[src/rtl/ts_pkg.sv]
package ts_pkg;

    // Bit position of the count enable inside the high register.
    localparam int EN_BIT = 8;
    localparam int BUS_W  = 32;

    // Decoded kind of a single bus access.
    typedef enum logic [2:0] {
        ACC_IDLE,
        ACC_RD_LO,
        ACC_RD_HI,
        ACC_WR_HI,
        ACC_RD_OTHER,
        ACC_WR_DROP
    } acc_e;

    function automatic acc_e classify(input logic sel, input logic wr,
                                      input logic hit_lo, input logic hit_hi);
        acc_e k;
        if (!sel)
            k = ACC_IDLE;
        else if (wr)
            k = hit_hi ? ACC_WR_HI : ACC_WR_DROP;
        else if (hit_lo)
            k = ACC_RD_LO;
        else if (hit_hi)
            k = ACC_RD_HI;
        else
            k = ACC_RD_OTHER;
        return k;
    endfunction

endpackage

[src/rtl/ts_count.sv]
module ts_count #(
    parameter int CW = 40
) (
    input  logic          clk,
    input  logic          rst,
    input  logic          en,
    input  logic          tick,
    output logic [CW-1:0] cnt
);

    always_ff @(posedge clk) begin
        if (rst)
            cnt <= '0;
        else if (en && tick)
            cnt <= cnt + 1'b1;
    end

    AST_FROZEN_WHEN_OFF: assert property (@(posedge clk) disable iff (rst)
        !en |=> $stable(cnt));
    AST_IDLE_NO_STEP: assert property (@(posedge clk) disable iff (rst)
        !tick |=> $stable(cnt));
    AST_STEP_BY_ONE: assert property (@(posedge clk) disable iff (rst)
        (en && tick) |=> (cnt == CW'($past(cnt) + 1'b1)));

endmodule

[src/rtl/ts_regs.sv]
module ts_regs
    import ts_pkg::*;
#(
    parameter int             LO_W    = 32,
    parameter int             HI_W    = 8,
    parameter int             AW      = 8,
    parameter logic [AW-1:0]  LO_ADDR = 8'h60,
    parameter logic [AW-1:0]  HI_ADDR = 8'h64
) (
    input  logic                 clk,
    input  logic                 rst,
    input  logic                 sel,
    input  logic                 wr,
    input  logic [AW-1:0]        addr,
    input  logic [BUS_W-1:0]     wdata,
    input  logic [LO_W+HI_W-1:0] cnt,
    output logic                 en,
    output logic [BUS_W-1:0]     rdata
);

    localparam int CW = LO_W + HI_W;

    acc_e             acc;
    logic [HI_W-1:0]  shadow;
    logic [BUS_W-1:0] lo_word;
    logic [BUS_W-1:0] hi_word;
    logic             unused_wbits;

    assign acc          = classify(sel, wr, addr == LO_ADDR, addr == HI_ADDR);
    assign unused_wbits = ^{wdata[BUS_W-1:EN_BIT+1], wdata[EN_BIT-1:0]};

    always_comb begin
        lo_word               = '0;
        lo_word[LO_W-1:0]     = cnt[LO_W-1:0];
        hi_word               = '0;
        hi_word[HI_W-1:0]     = shadow;
        hi_word[EN_BIT]       = en;
    end

    always_ff @(posedge clk) begin
        if (rst) begin
            en     <= 1'b0;
            shadow <= '0;
            rdata  <= '0;
        end else begin
            unique case (acc)
                ACC_RD_LO: begin
                    rdata  <= lo_word;
                    shadow <= cnt[CW-1:LO_W];
                end
                ACC_RD_HI:    rdata <= hi_word;
                ACC_RD_OTHER: rdata <= '0;
                ACC_WR_HI:    en    <= wdata[EN_BIT];
                default: ;
            endcase
        end
    end

    AST_SHADOW_HELD: assert property (@(posedge clk) disable iff (rst)
        (acc != ACC_RD_LO) |=> $stable(shadow));
    AST_LO_PRE_TICK: assert property (@(posedge clk) disable iff (rst)
        (acc == ACC_RD_LO) |=> (rdata[LO_W-1:0] == $past(cnt[LO_W-1:0])));
    AST_SHADOW_PRE_TICK: assert property (@(posedge clk) disable iff (rst)
        (acc == ACC_RD_LO) |=> (shadow == $past(cnt[CW-1:LO_W])));
    AST_HI_LAYOUT: assert property (@(posedge clk) disable iff (rst)
        (acc == ACC_RD_HI) |=> (rdata[BUS_W-1:EN_BIT+1] == '0
                                && rdata[EN_BIT] == $past(en)
                                && rdata[HI_W-1:0] == $past(shadow)));
    AST_EN_FROM_BIT8: assert property (@(posedge clk) disable iff (rst)
        (acc == ACC_WR_HI) |=> (en == $past(wdata[EN_BIT])));
    AST_EN_ONLY_BY_WRITE: assert property (@(posedge clk) disable iff (rst)
        (acc != ACC_WR_HI) |=> $stable(en));

endmodule

[src/rtl/ts_stamp.sv]
module ts_stamp #(
    parameter int            LO_W    = 32,
    parameter int            HI_W    = 8,
    parameter int            AW      = 8,
    parameter logic [AW-1:0] LO_ADDR = 8'h60,
    parameter logic [AW-1:0] HI_ADDR = 8'h64
) (
    input  logic          clk,
    input  logic          rst,
    input  logic          tick,
    input  logic          bus_sel,
    input  logic          bus_wr,
    input  logic [AW-1:0] bus_addr,
    input  logic [31:0]   bus_wdata,
    output logic [31:0]   bus_rdata
);

    localparam int CW = LO_W + HI_W;

    logic [CW-1:0] cnt;
    logic          en;

    ts_count #(.CW(CW)) u_count (
        .clk  (clk),
        .rst  (rst),
        .en   (en),
        .tick (tick),
        .cnt  (cnt)
    );

    ts_regs #(
        .LO_W    (LO_W),
        .HI_W    (HI_W),
        .AW      (AW),
        .LO_ADDR (LO_ADDR),
        .HI_ADDR (HI_ADDR)
    ) u_regs (
        .clk   (clk),
        .rst   (rst),
        .sel   (bus_sel),
        .wr    (bus_wr),
        .addr  (bus_addr),
        .wdata (bus_wdata),
        .cnt   (cnt),
        .en    (en),
        .rdata (bus_rdata)
    );

endmodule

[config.mk]
export PLATFORM = sky130hd
export DESIGN_NAME = ts_stamp
export DESIGN_NICKNAME = d
export VERILOG_FILES = /design/src/rtl/ts_pkg.sv /design/src/rtl/ts_count.sv /design/src/rtl/ts_regs.sv /design/src/rtl/ts_stamp.sv
export SDC_FILE = /design/constraint.sdc
export NUM_CORES = 1
export LEC_CHECK = 0
export BUFFER_PORTS_ARGS = -buffer_cell sky130_fd_sc_hd__buf_2
export CORE_ASPECT_RATIO = 2
export CORE_MARGIN = 2
export CORE_UTILIZATION = 54
export CTS_CLUSTER_DIAMETER = 200
export DETAILED_ROUTE_END_ITERATION = 7
export HOLD_SLACK_MARGIN = 0.02
export MAX_ROUTING_LAYER = met4
export PLACE_DENSITY = 0.85
export SLEW_MARGIN = 20
export SYNTH_ARGS = -nofsm -noshare
export SYNTH_HDL_FRONTEND = slang
export SYNTH_SLANG_ARGS = --single-unit
[constraint.sdc]
create_clock -name clk -period 2.3 [get_ports clk]
set_input_delay 0.575 -clock clk [delete_from_list [all_inputs] [get_ports clk]]
set_output_delay 0.575 -clock clk [all_outputs]
set_load 0.01 [all_outputs]
Yosys cells after proc, flatten, opt, wreduce, memory -nomap -nowiden:

Index checks and enable logic that the tools add are counted.

* reduce and logical (&&, ||, !) cells: 2
* eq/ne operators: 6
* add/sub/neg operators: 1
* mux-type cells: 6

Operators by type and width (number)
* 32-bit one-hot mux with 3 select lines: 1
* 40-bit by 1-bit adder with 40-bit output, second input constant: 1
* 8-bit by 7-bit equality test with 1-bit output, second input constant: 2
* 3-bit two-way mux: 5
* 3-bit by 2-bit equality test with 1-bit output, second input constant: 2
* 3-bit by 1-bit equality test with 1-bit output, second input constant: 1
* 3-bit equality test, second input constant: 1
* 3-bit nonzero test: 1
* 1-bit logical AND: 1

* word-level logic and storage cells: 19
* register bits after elaboration: 81
* input port bits: 45
* output and inout bits: 32

Logic depth before layout (Yosys ltp):

Gate-level depths: netlist of run 1.

* depth after elaboration: 7
* depth in mapped cells: 6
* depth with buffers taken out: 5

Modules after synthesis:

Synthesis of run 1 repeated with hierarchy kept, for this count alone.

* cells, all modules: 396
* area, all modules: 3761.1 µm²

By module, submodules not included
* ts_count: seq. area each 800.8 µm², instances 1, area each 2050.7 µm², cells an instance 245
* ts_regs: seq. area each 820.8 µm², instances 1, area each 1710.4 µm², cells an instance 151

Worst setup path after synthesis of run 1:

Ideal clock, no wire load.

* path kind: input-to-reg
* from: input bus_addr[3]
* to: register u_regs.shadow[0]
* arrival: 2.056 ns
* path buffers: 1
* stages on the path: 5
* setup time: 0.128 ns
* slack: 0.117 ns
* cells stage by stage: or4b_2 nor3_2 buf_2 mux2i_1 nor2_1

* word-level cells in the longest chain between the ends: 6
* elaborated cells between the ends (all ways): 8
* those cells by class: 3 x eq/ne; 5 x mux

Ends and longest elaborated chain
* from (decl): RTL line ts_stamp.sv:13 `input logic [AW-1:0] bus_addr,`
* 8-bit by 7-bit equality test with 1-bit output: RTL line ts_regs.sv:29 `assign acc = classify(sel, wr, addr == LO_ADDR, addr == HI_ADDR);`
* 3-bit two-way mux: RTL line ts_pkg.sv:26 `else if (hit_hi)`
* 3-bit two-way mux: RTL line ts_pkg.sv:24 `else if (hit_lo)`
* 3-bit two-way mux (*): RTL line ts_pkg.sv:22 `else if (wr)`
* 3-bit two-way mux (*): RTL line ts_pkg.sv:20 `if (!sel)`
* 3-bit by 1-bit equality test with 1-bit output (*): RTL line ts_regs.sv:46 `unique case (acc)`
* to (signal assigned): RTL line ts_regs.sv:49 `shadow <= cnt[CW-1:LO_W];`
* to (decl): RTL line ts_regs.sv:24 `logic [HI_W-1:0] shadow;`

Every way passes the cells marked *; elsewhere a longest branch is shown, timed or not.
A chain may end at the register's enable or synchronous reset.

Final worst setup path of run 1:

* from: register u_count.cnt[3]
* to: register u_count.cnt[36]

* word-level cells in the longest chain between the ends: 1

Ends and longest elaborated chain
* from (decl): RTL line ts_count.sv:8 `output logic [CW-1:0] cnt`
* from (signal assigned): RTL line ts_count.sv:15 `cnt <= cnt + 1'b1;`
* 40-bit by 1-bit adder with 40-bit output: RTL line ts_count.sv:15

Every way passes these cells.

==> results of run 1 <==
state kept, by name, summed over array words and instances (netlist names):
signal and flops:
u_count.cnt 40, u_regs.rdata 32, u_regs.shadow 8, u_regs.en 1
stage by stage:
| step | setup WS (ns) | TNS [ns] | cells |
|---|---|---|---|
| 2_1_floorplan | 0.117 | 0 | 397 |
| 3_3_place_gp | -0.0101 | -0.0158 | 528 |
| 3_5_place_dp | -0.0571 | -0.161 | 528 |
| 4_1_cts | 0.131 | 0 | 543 |
| 5_1_grt | 0.00279 | 0 | 543 |
| 6_report | 0.0965 | 0 | 543 |
report_power, final:
group	total [mW]	internal [mW]	switching, mW
clock network	1.38	0.827	0.553
registers	1.42	1.41	0.00396
logic	0.0926	0.0315	0.0611
worst paths after layout:
path,depth (start not counted),endpoint,from
worst min-delay path,3,u_regs.en$_SDFFE_PP0N_,bus_wdata[8]
worst max-delay path,4,u_count.cnt[36]$_SDFFE_PP0P_,u_count.cnt[3]$_SDFFE_PP0P_
worst min register to register,2,u_regs.rdata[2]$_SDFFE_PP0P_,u_regs.rdata[2]$_SDFFE_PP0P_
worst max register to register,4,u_count.cnt[36]$_SDFFE_PP0P_,u_count.cnt[3]$_SDFFE_PP0P_
synthesized netlist by cell type:
cell type  instances  area [um^2]
nand2b_1           3         18.8
nand3_2            2         20.0
o21ai_0            5         25.0
and3_1             6         37.5
buf_2              4         20.0
and4_1             3         26.3
mux2_2             2         22.5
a22oi_1           32          240
nand4_1           12         75.1
a21oi_1           23          115
or4b_1             1         10.0
dfxtp_1           81         1620
ha_1               1         12.5
nor2b_1            8         50.1
or4_4              3         33.8
nand3_1           15         75.1
xnor2_1            3         26.3
or4b_2             1         10.0
nor4_1             7         43.8
or4_1             16          120
mux2i_1            9         90.1
clkbuf_1          20         75.1
a211oi_1           9         67.6
or4bb_1            1         11.3
nand2_1           17         63.8
and2_1             1         6.26
inv_1              5         18.8
a31o_2             2         17.5
o31ai_1           15          113
or2_2              1         6.26
xor2_1             7         61.3
mux2_1             5         56.3
nor3_2             2         20.0
or3_1              5         31.3
nor2_1            63          236
buf_1              3         11.3
buf_6              2         22.5
nor3_1             2         10.0
logic make-up (layout without fill, tap and decap cells):
group / Yosys count / after routing / share of synthesized area (%)
and+or+nand+nor: 169 / 169 / 25.7
AOI/OAI and AO/OA: 86 / 86 / 16.4
DFF: 81 / 81 / 46.0
buffers and inverters: 34 / 94 / 4.19
muxes: 16 / 16 / 4.80
xor gates and xnor gates: 10 / 10 / 2.49
adders and majority gates: 1 / 1 / 0.355
metal layers:
| layer | up-vias | global-route usage (%) |
|---|---|---|
| met5 | - | - |
| met4 | 0 | 13.6 |
| met3 | 31 | 6.67 |
| met2 | 121 | 44.1 |
| met1 | 1534 | 27.6 |
| li1 | 1571 | - |
critical path, cell delays in order, from the launching register on:
cell	delay, ns
dfxtp_1	0.51
nand3_2	0.15
or4_4	0.64
nor4_1	0.42
mux2_1	0.36
area by class of cell:
type	count	area share [%]
Timing Repair Buffer	74	11.2
Multi-Input combinational cell	282	41.2
Clock inverter	6	1.41
Tap cell	86	2.52
Inverter	5	0.439
Clock buffer	9	5.27
Sequential cell	81	38.0
timing repair:
item                       in CTS  in global routing
gates resized for setup         0                  0
setup endpoints to repair       0                  1
buffers inserted                0                  0
==> summary.md, run 1 <==
| Metric | Value |
|---|---|
| Pin count of the biggest net entering global routing | 38 |
| WL met2 | 4.80 mm |
| Run status | complete, no violations |
| Maximum vdd drop | 0.527 mV |
| # DRC | 0 |
| Most common cell after layout, fill and taps aside | dfxtp_1 |
| Sequential share of the synthesized area | 46.0% |
| Clk_skew | 0.00502 ns |
| Mean routed wirelength per cell | 16.1 um |
| # hold bufs at CTS | 0 |
| GRT overflow | 0 |
| Slew Limit Fails | 0 |
| 1st-iter DRT viols | 250 |
| DRT Wirelength | 8.76 mm |
| Worst Path Required | 2.52 ns |
| Root buffer cell | clkbuf_16 |
| Crit path kind | register to register |
| IO Pins | 77 |
| Most frequent cells in the layout | dfxtp_1 (81), nor2_1 (63), buf_2 (45), a22oi_1 (32), buf_4 (26) |
| CTS tree | yes |
| Total track usage | 26.6% |
| Fin. Hold Viols | 0 |
| Avg Cell Area, Syn | 8.87 um^2 |
| Utilization after layout | 67.7% |
| Port Buffers | 45 |
| GPL Wtd Cong | 0.828 |
| Routed vias | 3257 |
| Warnings, synthesis | 0 |
| Crit start category | register |
| Tmin final | 2.20 ns |
| Clk Latency, worst-skew pair | 0.34 ns |
| RSZ-0062 raised after global routing | no |
| Area grow syn2layout | 21.3% |
| Initial DRT Pass Iterations | 5 |
| ANT nets after route | 0 |
| Clk pin slew, worst setup/hold paths | 0.06 ns |
| H-tree depth | 3 |
| Post-Syn Instances | 397 |
| CP Data Arrival Time | 2.42 ns |
| Finish-stage setup viols | 0 |
| Post-Syn Area | 3520 um^2 |
| Lkg Pwr | 1.57 nW |
| Min-delay worst type | input port to register |
| Net count, final | 499 |
| CTS Buffer Depth | 2 |
| CTS Sinks | 81 |
| Top Metal Used | met4 |
| Relative slew slack | 56.9% |
| Total power | 2.89 mW |
| FP Rows | 41 |
| Die area | 7220 um^2 |
| Total of max-cap violations | 0 |
| Vias per cell | 6.00 |
| Die height | 118 um |
| CORE AREA | 6310 um^2 |
| Vias in the first global route | 3232 |
| Final hold slack | 0.493 ns |
| Routed length on met1 | 3.23 mm |
| R2R setup slack | 0.1 ns |
| Max Clk Rate | 454 MHz |
| CP Max Fanout | 9 |
| DP HPWL | 6.03 mm |
| Antenna Cells | 0 |
| Yosys reg bits | 81 |
| Syn nets | 443 |
| Layout cells sized above 1 | 22.3% |
| Worst Tran Pin Value | 0.646 ns |
| Design Area, Final | 4270 um^2 |
| Synth unique cells | 38 |
| Initial antenna violation count | 0 |
| Worst Setup End Kind | register |
| Seq. cell area | 1620 um^2 |
| Post-DP Area | 3990 um^2 |
| Multi-input logic area | 1760 um^2 |
| Filler cells | 504 |
| Starting density of the core | 55.8% |
| Period utilization | 95.8% |
| PwrDens | 676 nW/um^2 |
| First-pass GRT wire length | 14.4 mm |
| Die Wd | 61.1 um |
| Num CTS Buffers | 9 |
| Met3 wire len | 389 um |
Note: power is estimated with default switching activity, not from simulation.
==> run 2, diff against run 1 <==
--- a/config.mk
+++ b/config.mk
@@ -12,7 +12,6 @@
 export CTS_CLUSTER_DIAMETER = 200
 export DETAILED_ROUTE_END_ITERATION = 7
 export HOLD_SLACK_MARGIN = 0.02
-export MAX_ROUTING_LAYER = met4
 export PLACE_DENSITY = 0.85
 export SLEW_MARGIN = 20
 export SYNTH_ARGS = -nofsm -noshare
==> summary.md, run 2 (same netlist as run 1, synthesis figures left out) <==
| Metric | Value |
|---|---|
| Die Wd | 61.1 um (unchanged) |
| FP Rows | 41 (unchanged) |
| Die height | 118 um (unchanged) |
| Met3 usage | 5.36% (was 6.67%) |
| HP Start | bus_wdata[8] (unchanged) |
| Worst reg2reg path startpoint | u_count.cnt[3]$_SDFFE_PP0P_ (unchanged) |
| Clk pin slew, worst setup/hold paths | 0.06 ns (about the same) |
| Area grow syn2layout | 21.3% (unchanged) |
| Min-delay worst type | input port to register (unchanged) |
| Layout cells sized above 1 | 22.3% (unchanged) |
| Filler cells | 504 (unchanged) |
| # hold bufs at CTS | 0 (unchanged) |
| Max Clk Rate | 456 MHz (was 454 MHz) |
| Mean routed wirelength per cell | 16.1 um (about the same) |
| CTS Buffer Depth | 2 (unchanged) |
| Crit start category | register (unchanged) |
| Fin. Hold Viols | 0 (unchanged) |
| Slew Limit Fails | 0 (unchanged) |
| Crit path to | u_count.cnt[36]$_SDFFE_PP0P_ (unchanged) |
| Antenna Cells | 0 (unchanged) |
| Vias per cell | 5.99 (was 6.00) |
| Initial antenna violation count | 0 (unchanged) |
| Largest regs | u_count.cnt: 40 flops, u_regs.rdata: 32 flops, u_regs.shadow: 8 flops (unchanged) |
| PwrDens | 677 nW/um^2 (was 676 nW/um^2) |
| Clk Latency, worst-skew pair | 0.34 ns (about the same) |
| Met2 usage | 44.2% (was 44.1%) |
| Max stage delay on crit path | 0.64 ns (about the same) |
| Most frequent cells in the layout | dfxtp_1 (81), nor2_1 (63), buf_2 (45), a22oi_1 (32), buf_4 (26) (unchanged) |
| Final hold slack | 0.495 ns (was 0.493 ns) |
| CP Data Arrival Time | 2.41 ns (was 2.42 ns) |
| Run status | complete, no violations (unchanged) |
| H-tree depth | 3 (unchanged) |
| Seq. cell area | 1620 um^2 (unchanged) |
| Largest register by flop count | u_count.cnt (unchanged) |
| Lkg Pwr | 1.57 nW (unchanged) |
| Period utilization | 95.3% (was 95.8%) |
| Relative slew slack | 56.7% (was 56.9%) |
| IO Pins | 77 (unchanged) |
| GPL Wtd Cong | 0.815 (was 0.828) |
| Clock Power Share | 47.8% (about the same) |
| Total power | 2.89 mW (about the same) |
| Switch Pwr | 0.621 mW (was 0.618 mW) |
| Starting density of the core | 55.8% (unchanged) |
| CP Max Fanout | 9 (unchanged) |
| DRT Wirelength | 8.77 mm (was 8.76 mm) |
| Most common cell after layout, fill and taps aside | dfxtp_1 (unchanged) |
| GRT overflow | 0 (unchanged) |
| Crit path kind | register to register (unchanged) |
| Die area | 7220 um^2 (unchanged) |
| R2R setup slack | 0.11 ns (was 0.1 ns) |
| Net count, final | 499 (unchanged) |
| DP HPWL | 6.03 mm (unchanged) |
| Maximum vdd drop | 0.527 mV (about the same) |
| RR Endpoint | u_count.cnt[36]$_SDFFE_PP0P_ (unchanged) |
| Total of max-cap violations | 0 (unchanged) |
| Pin count of the biggest net entering global routing | 38 (unchanged) |
| Switch share | 21.5% (was 21.4%) |
| Worst Setup End Kind | register (unchanged) |
| CTS Sinks | 81 (unchanged) |
| Vias in the first global route | 3245 (was 3232) |
| Path depth of the worst reg2reg path | 4 (unchanged) |
| Initial DRT Pass Iterations | 5 (unchanged) |
| RSZ-0062 raised after global routing | no (unchanged) |
| Root buffer cell | clkbuf_16 (unchanged) |
| Routed vias | 3254 (was 3257) |
| Max reg flops | 40 (unchanged) |
| Utilization after layout | 67.7% (unchanged) |
| Internal cell power | 2.27 mW (about the same) |
| Worst Tran Pin Value | 0.649 ns (was 0.646 ns) |
| Post-CTS Setup Inserts | 0 (unchanged) |
| CP max-delay cell | or4_4 (unchanged) |
| Post-cts sizing count | 0 (unchanged) |
| Critical Path Source | u_count.cnt[3]$_SDFFE_PP0P_ (unchanged) |
| Comb power frac | 3.2% (about the same) |
| ANT nets after route | 0 (unchanged) |
| Worst Path Required | 2.52 ns (about the same) |
| CTS tree | yes (unchanged) |
| Num CTS Buffers | 9 (unchanged) |
| Total track usage | 25.8% (was 26.6%) |
| First-pass GRT wire length | 14.3 mm (was 14.4 mm) |
| Sequential Power Share | 49.0% (about the same) |
| Finish-stage setup viols | 0 (unchanged) |
| Port Buffers | 45 (unchanged) |
| Clk_skew | 0.00357 ns (was 0.00502 ns) |
| Multi-input logic area | 1760 um^2 (unchanged) |
| 1st-iter DRT viols | 245 (was 250) |
| Busiest grt layer | met2 (unchanged) |
| # DRC | 0 (unchanged) |
| CORE AREA | 6310 um^2 (unchanged) |
| Tmin final | 2.19 ns (was 2.20 ns) |
| Cell Chain, Critical Path | nand3_2 > or4_4 > nor4_1 > mux2_1 (unchanged) |
| Met1 GRT Util | 27.2% (was 27.6%) |
-- run 2: cell counts in the layout (fill, tap and decap cells not counted) --
Identical to the previous run, type by type.
-- run 2: per-layer routing --
| layer | up-vias | routed length [um] |
|---|---|---|
| li1 | 1573 | - |
| met4 | 0 | 336 |
| met3 | 30 | 320 |
| met5 | - | 0 |
| met1 | 1549 | 3290 |
| met2 | 102 | 4820 |
-- run 2: area by class of cell --
| type | instances | share of cell area, % |
|---|---|---|
| multi-input combinational | 282 | 41.2 |
| sequential | 81 | 38.0 |
| timing repair buffer | 74 | 11.2 |
| clock buffer | 9 | 5.27 |
| tap | 86 | 2.52 |
| clock inverter | 6 | 1.41 |
| inverter | 5 | 0.439 |
-- run 2: critical path, delay by kind of cell (launching register included) --
kind	cells	cell delay, ns
AND/OR/NAND/NOR	3	1.22
multiplexers	1	0.36
flip-flops	1	0.50
-- run 2: worst min path at each step --
stage / to / slack (ns) / cells after the start
final: u_regs.en$_SDFFE_PP0N_ / 0.50 / 3
after global placement: u_count.cnt[28]$_SDFFE_PP0P_ / 0.47 / 2
after CTS: u_count.cnt[28]$_SDFFE_PP0P_ / 0.49 / 2
after global routing: u_regs.en$_SDFFE_PP0N_ / 0.51 / 3
after detailed placement: u_count.cnt[28]$_SDFFE_PP0P_ / 0.49 / 2
after floorplan: u_count.cnt[28]$_SDFFE_PP0P_ / 0.46 / 2
-- run 2: through the flow --
stage | std cells | setup slack (ns) | area [um^2] | setup TNS [ns]
6_report | 543 | 0.108 | 4270 | 0
3_3_place_gp | 528 | -0.0101 | 3990 | -0.0158
4_1_cts | 543 | 0.131 | 4270 | 0
2_1_floorplan | 397 | 0.117 | 3520 | 0
3_5_place_dp | 528 | -0.0571 | 3990 | -0.161
5_1_grt | 543 | 0.00279 | 4270 | 0
-- run 2: power groups by stage --
stage                     combinational [mW]  clock, mW  sequential, mW
final                                 0.0928       1.38            1.42
after global placement                0.0873          0            1.45
after detailed placement              0.0908          0            1.45
after floorplan                       0.0488          0            1.45
after global routing                   0.100       1.46            1.42
after CTS                             0.0923       1.39            1.42
==> run 3, diff against run 2 <==
--- a/config.mk
+++ b/config.mk
@@ -5,14 +5,14 @@
 export SDC_FILE = /design/constraint.sdc
 export NUM_CORES = 1
 export LEC_CHECK = 0
-export BUFFER_PORTS_ARGS = -buffer_cell sky130_fd_sc_hd__buf_2
 export CORE_ASPECT_RATIO = 2
 export CORE_MARGIN = 2
-export CORE_UTILIZATION = 54
+export CORE_UTILIZATION = 62
 export CTS_CLUSTER_DIAMETER = 200
 export DETAILED_ROUTE_END_ITERATION = 7
+export DONT_BUFFER_PORTS = 1
 export HOLD_SLACK_MARGIN = 0.02
-export PLACE_DENSITY = 0.85
+export PLACE_DENSITY = 0.84
 export SLEW_MARGIN = 20
 export SYNTH_ARGS = -nofsm -noshare
 export SYNTH_HDL_FRONTEND = slang
==> summary.md, run 3 (same netlist as run 1, synthesis figures left out) <==
| Metric | Value |
|---|---|
| FP Rows | 38 (was 41) |
| DP HPWL | 5.39 mm (was 6.03 mm) |
| Initial antenna violation count | 0 (unchanged) |
| Maximum vdd drop | 0.763 mV (was 0.527 mV) |
| Mean routed wirelength per cell | 16.6 um (was 16.1 um) |
| CTS Sinks | 81 (unchanged) |
| Crit start category | register (unchanged) |
| Largest regs | u_count.cnt: 40 flops, u_regs.rdata: 32 flops, u_regs.shadow: 8 flops (unchanged) |
| Switch Pwr | 0.537 mW (was 0.621 mW) |
| Pre-CTS WS | 0.0863 ns (was -0.0571 ns) |
| Layout cells sized above 1 | 13.4% (was 22.3%) |
| Die height | 111 um (was 118 um) |
| Initial DRT Pass Iterations | 4 (was 5) |
| Num CTS Buffers | 9 (unchanged) |
| HP Start | rst (was bus_wdata[8]) |
| Root buffer cell | clkbuf_8 (was clkbuf_16) |
| Pin count of the biggest net entering global routing | 91 (was 38) |
| Crit path to | u_count.cnt[32]$_SDFFE_PP0P_ (was u_count.cnt[36]$_SDFFE_PP0P_) |
| Internal cell power | 1.92 mW (was 2.27 mW) |
| CORE AREA | 5470 um^2 (was 6310 um^2) |
| Most frequent cells in the layout | dfxtp_1 (80), nor2_1 (63), a22oi_1 (32), buf_4 (24), a21oi_1 (23) (was dfxtp_1 (81), nor2_1 (63), buf_2 (45), a22oi_1 (32), buf_4 (26)) |
| CP Data Arrival Time | 2.47 ns (was 2.41 ns) |
| Slew Limit Fails | 0 (unchanged) |
| First-pass GRT wire length | 13.0 mm (was 14.3 mm) |
| Lkg Pwr | 1.27 nW (was 1.57 nW) |
| Crit path kind | register to register (unchanged) |
| RSZ-0062 raised after global routing | no (unchanged) |
| Finish-stage setup viols | 0 (unchanged) |
| GPL Wtd Cong | 0.885 (was 0.815) |
| Post-route setup TNS | 0 ns (unchanged) |
| Die Wd | 57.3 um (was 61.1 um) |
| Clk pin slew, worst setup/hold paths | 0.08 ns (was 0.06 ns) |
| Worst Tran Pin Value | 0.389 ns (was 0.649 ns) |
| Comb power frac | 1.5% (was 3.2%) |
| Path depth of the worst reg2reg path | 5 (was 4) |
| Area grow syn2layout | 9.88% (was 21.3%) |
| Worst Setup End Kind | register (unchanged) |
| Clk Latency, worst-skew pair | 0.35 ns (was 0.34 ns) |
| Routed vias | 3022 (was 3254) |
| Min-delay worst type | input port to register (unchanged) |
| Worst reg2reg path startpoint | u_count.cnt[3]$_SDFFE_PP0P_ (unchanged) |
| # DRC | 0 (unchanged) |
| CTS Buffer Depth | 2 (unchanged) |
| DRT Wirelength | 7.76 mm (was 8.77 mm) |
| Clk_skew | 0.00498 ns (was 0.00357 ns) |
| CTS tree | yes (unchanged) |
| H-tree depth | 3 (unchanged) |
| PwrDens | 636 nW/um^2 (was 677 nW/um^2) |
| ANT nets after route | 0 (unchanged) |
| Sequential Power Share | 57.7% (was 49.0%) |
| GRT overflow | 0 (unchanged) |
| Port Buffers | 0 (was 45) |
| IO Pins | 77 (unchanged) |
| Max Clk Rate | 459 MHz (was 456 MHz) |
| Most common cell after layout, fill and taps aside | dfxtp_1 (unchanged) |
| Worst setup margin | 0.121 ns (was 0.108 ns) |
| Die area | 6340 um^2 (was 7220 um^2) |
| Relative slew slack | 73.9% (was 56.7%) |
| Tmin final | 2.18 ns (was 2.19 ns) |
| Total track usage | 25.4% (was 25.8%) |
| Switch share | 21.8% (was 21.5%) |
| Antenna Cells | 0 (unchanged) |
| Net count, final | 450 (was 499) |
| Critical Path Source | u_count.cnt[3]$_SDFFE_PP0P_ (unchanged) |
| R2R setup slack | 0.12 ns (was 0.11 ns) |
| Worst Path Required | 2.59 ns (was 2.52 ns) |
| Largest register by flop count | u_count.cnt (unchanged) |
| Clock Power Share | 40.9% (was 47.8%) |
| Run status | complete, no violations (unchanged) |
| Starting density of the core | 64.4% (was 55.8%) |
| Max reg flops | 40 (unchanged) |
| Vias in the first global route | 2939 (was 3245) |
| Fin. Hold Viols | 0 (unchanged) |
| RR Endpoint | u_count.cnt[32]$_SDFFE_PP0P_ (was u_count.cnt[36]$_SDFFE_PP0P_) |
| 1st-iter DRT viols | 137 (was 245) |
| Post-CTS Setup Inserts | 0 (unchanged) |
| CP Max Fanout | 9 (unchanged) |
| Total of max-cap violations | 0 (unchanged) |
| Vias per cell | 6.44 (was 5.99) |
| Period utilization | 94.8% (was 95.3%) |
[run 3: power by group through the flow]
stage	Sequential (mW)	Combinational, mW	Clock [mW]
6_report	1.42	0.0358	1.01
5_1_grt	1.42	0.0405	1.08
4_1_cts	1.42	0.0363	1.03
3_5_place_dp	1.45	0.0358	0
3_3_place_gp	1.45	0.0345	0
2_1_floorplan	1.45	0.0488	0
[run 3: worst min-delay path by stage]
stage | to | slack [ns] | cells after the start
finish | u_regs.rdata[11]$_SDFFE_PP0P_ | 0.28 | 1
floorplan | u_count.cnt[28]$_SDFFE_PP0P_ | 0.46 | 2
global placement | u_count.cnt[28]$_SDFFE_PP0P_ | 0.47 | 2
detailed placement | u_count.cnt[28]$_SDFFE_PP0P_ | 0.48 | 2
global route | u_count.cnt[14]$_SDFFE_PP0P_ | 0.27 | 1
CTS | u_count.cnt[19]$_SDFFE_PP0P_ | 0.28 | 1
[run 3: layout make-up]
cell class / instances / area [um^2]
tap: 60 / 75.1
clock inverter: 7 / 70.1
sequential: 81 / 1620
fill: 417 / 1600
clock buffer: 9 / 124
timing repair buffer: 25 / 200
inverter: 5 / 18.8
multi-input combinational: 282 / 1760
[run 3: per-layer routing]
layer | global-route usage [%] | vias up | share of wire (%)
met5 | 0 | - | 0
met4 | 12.9 | 0 | 2.9
met2 | 46.3 | 74 | 56
li1 | - | 1479 | -
met3 | 5.50 | 19 | 4.2
met1 | 26.0 | 1450 | 37
[run 3: through the flow]
stage	instance area [um^2]	instances	hold slack, ns	power [mW]	utilization, %
floorplan	3520	397	0.460	1.50	-
global placement	3670	453	0.470	1.49	67.2
detailed placement	3670	453	0.480	1.49	67.2
CTS	3870	469	0.275	2.48	70.8
global route	3870	469	0.272	2.54	70.8
finish	3870	469	0.281	2.46	70.8
[run 3: worst max-delay path: stages (launching register included)]
cell	delay [ns]
dfxtp_1	0.50
nand3_2	0.16
or4_4	0.63
buf_4	0.18
or4_1	0.48
a21oi_1	0.15
[run 3: repair_timing]
item                       CTS  global route
setup endpoints to repair    0             1
hold buffers                 0             0
gates resized for setup      0             1
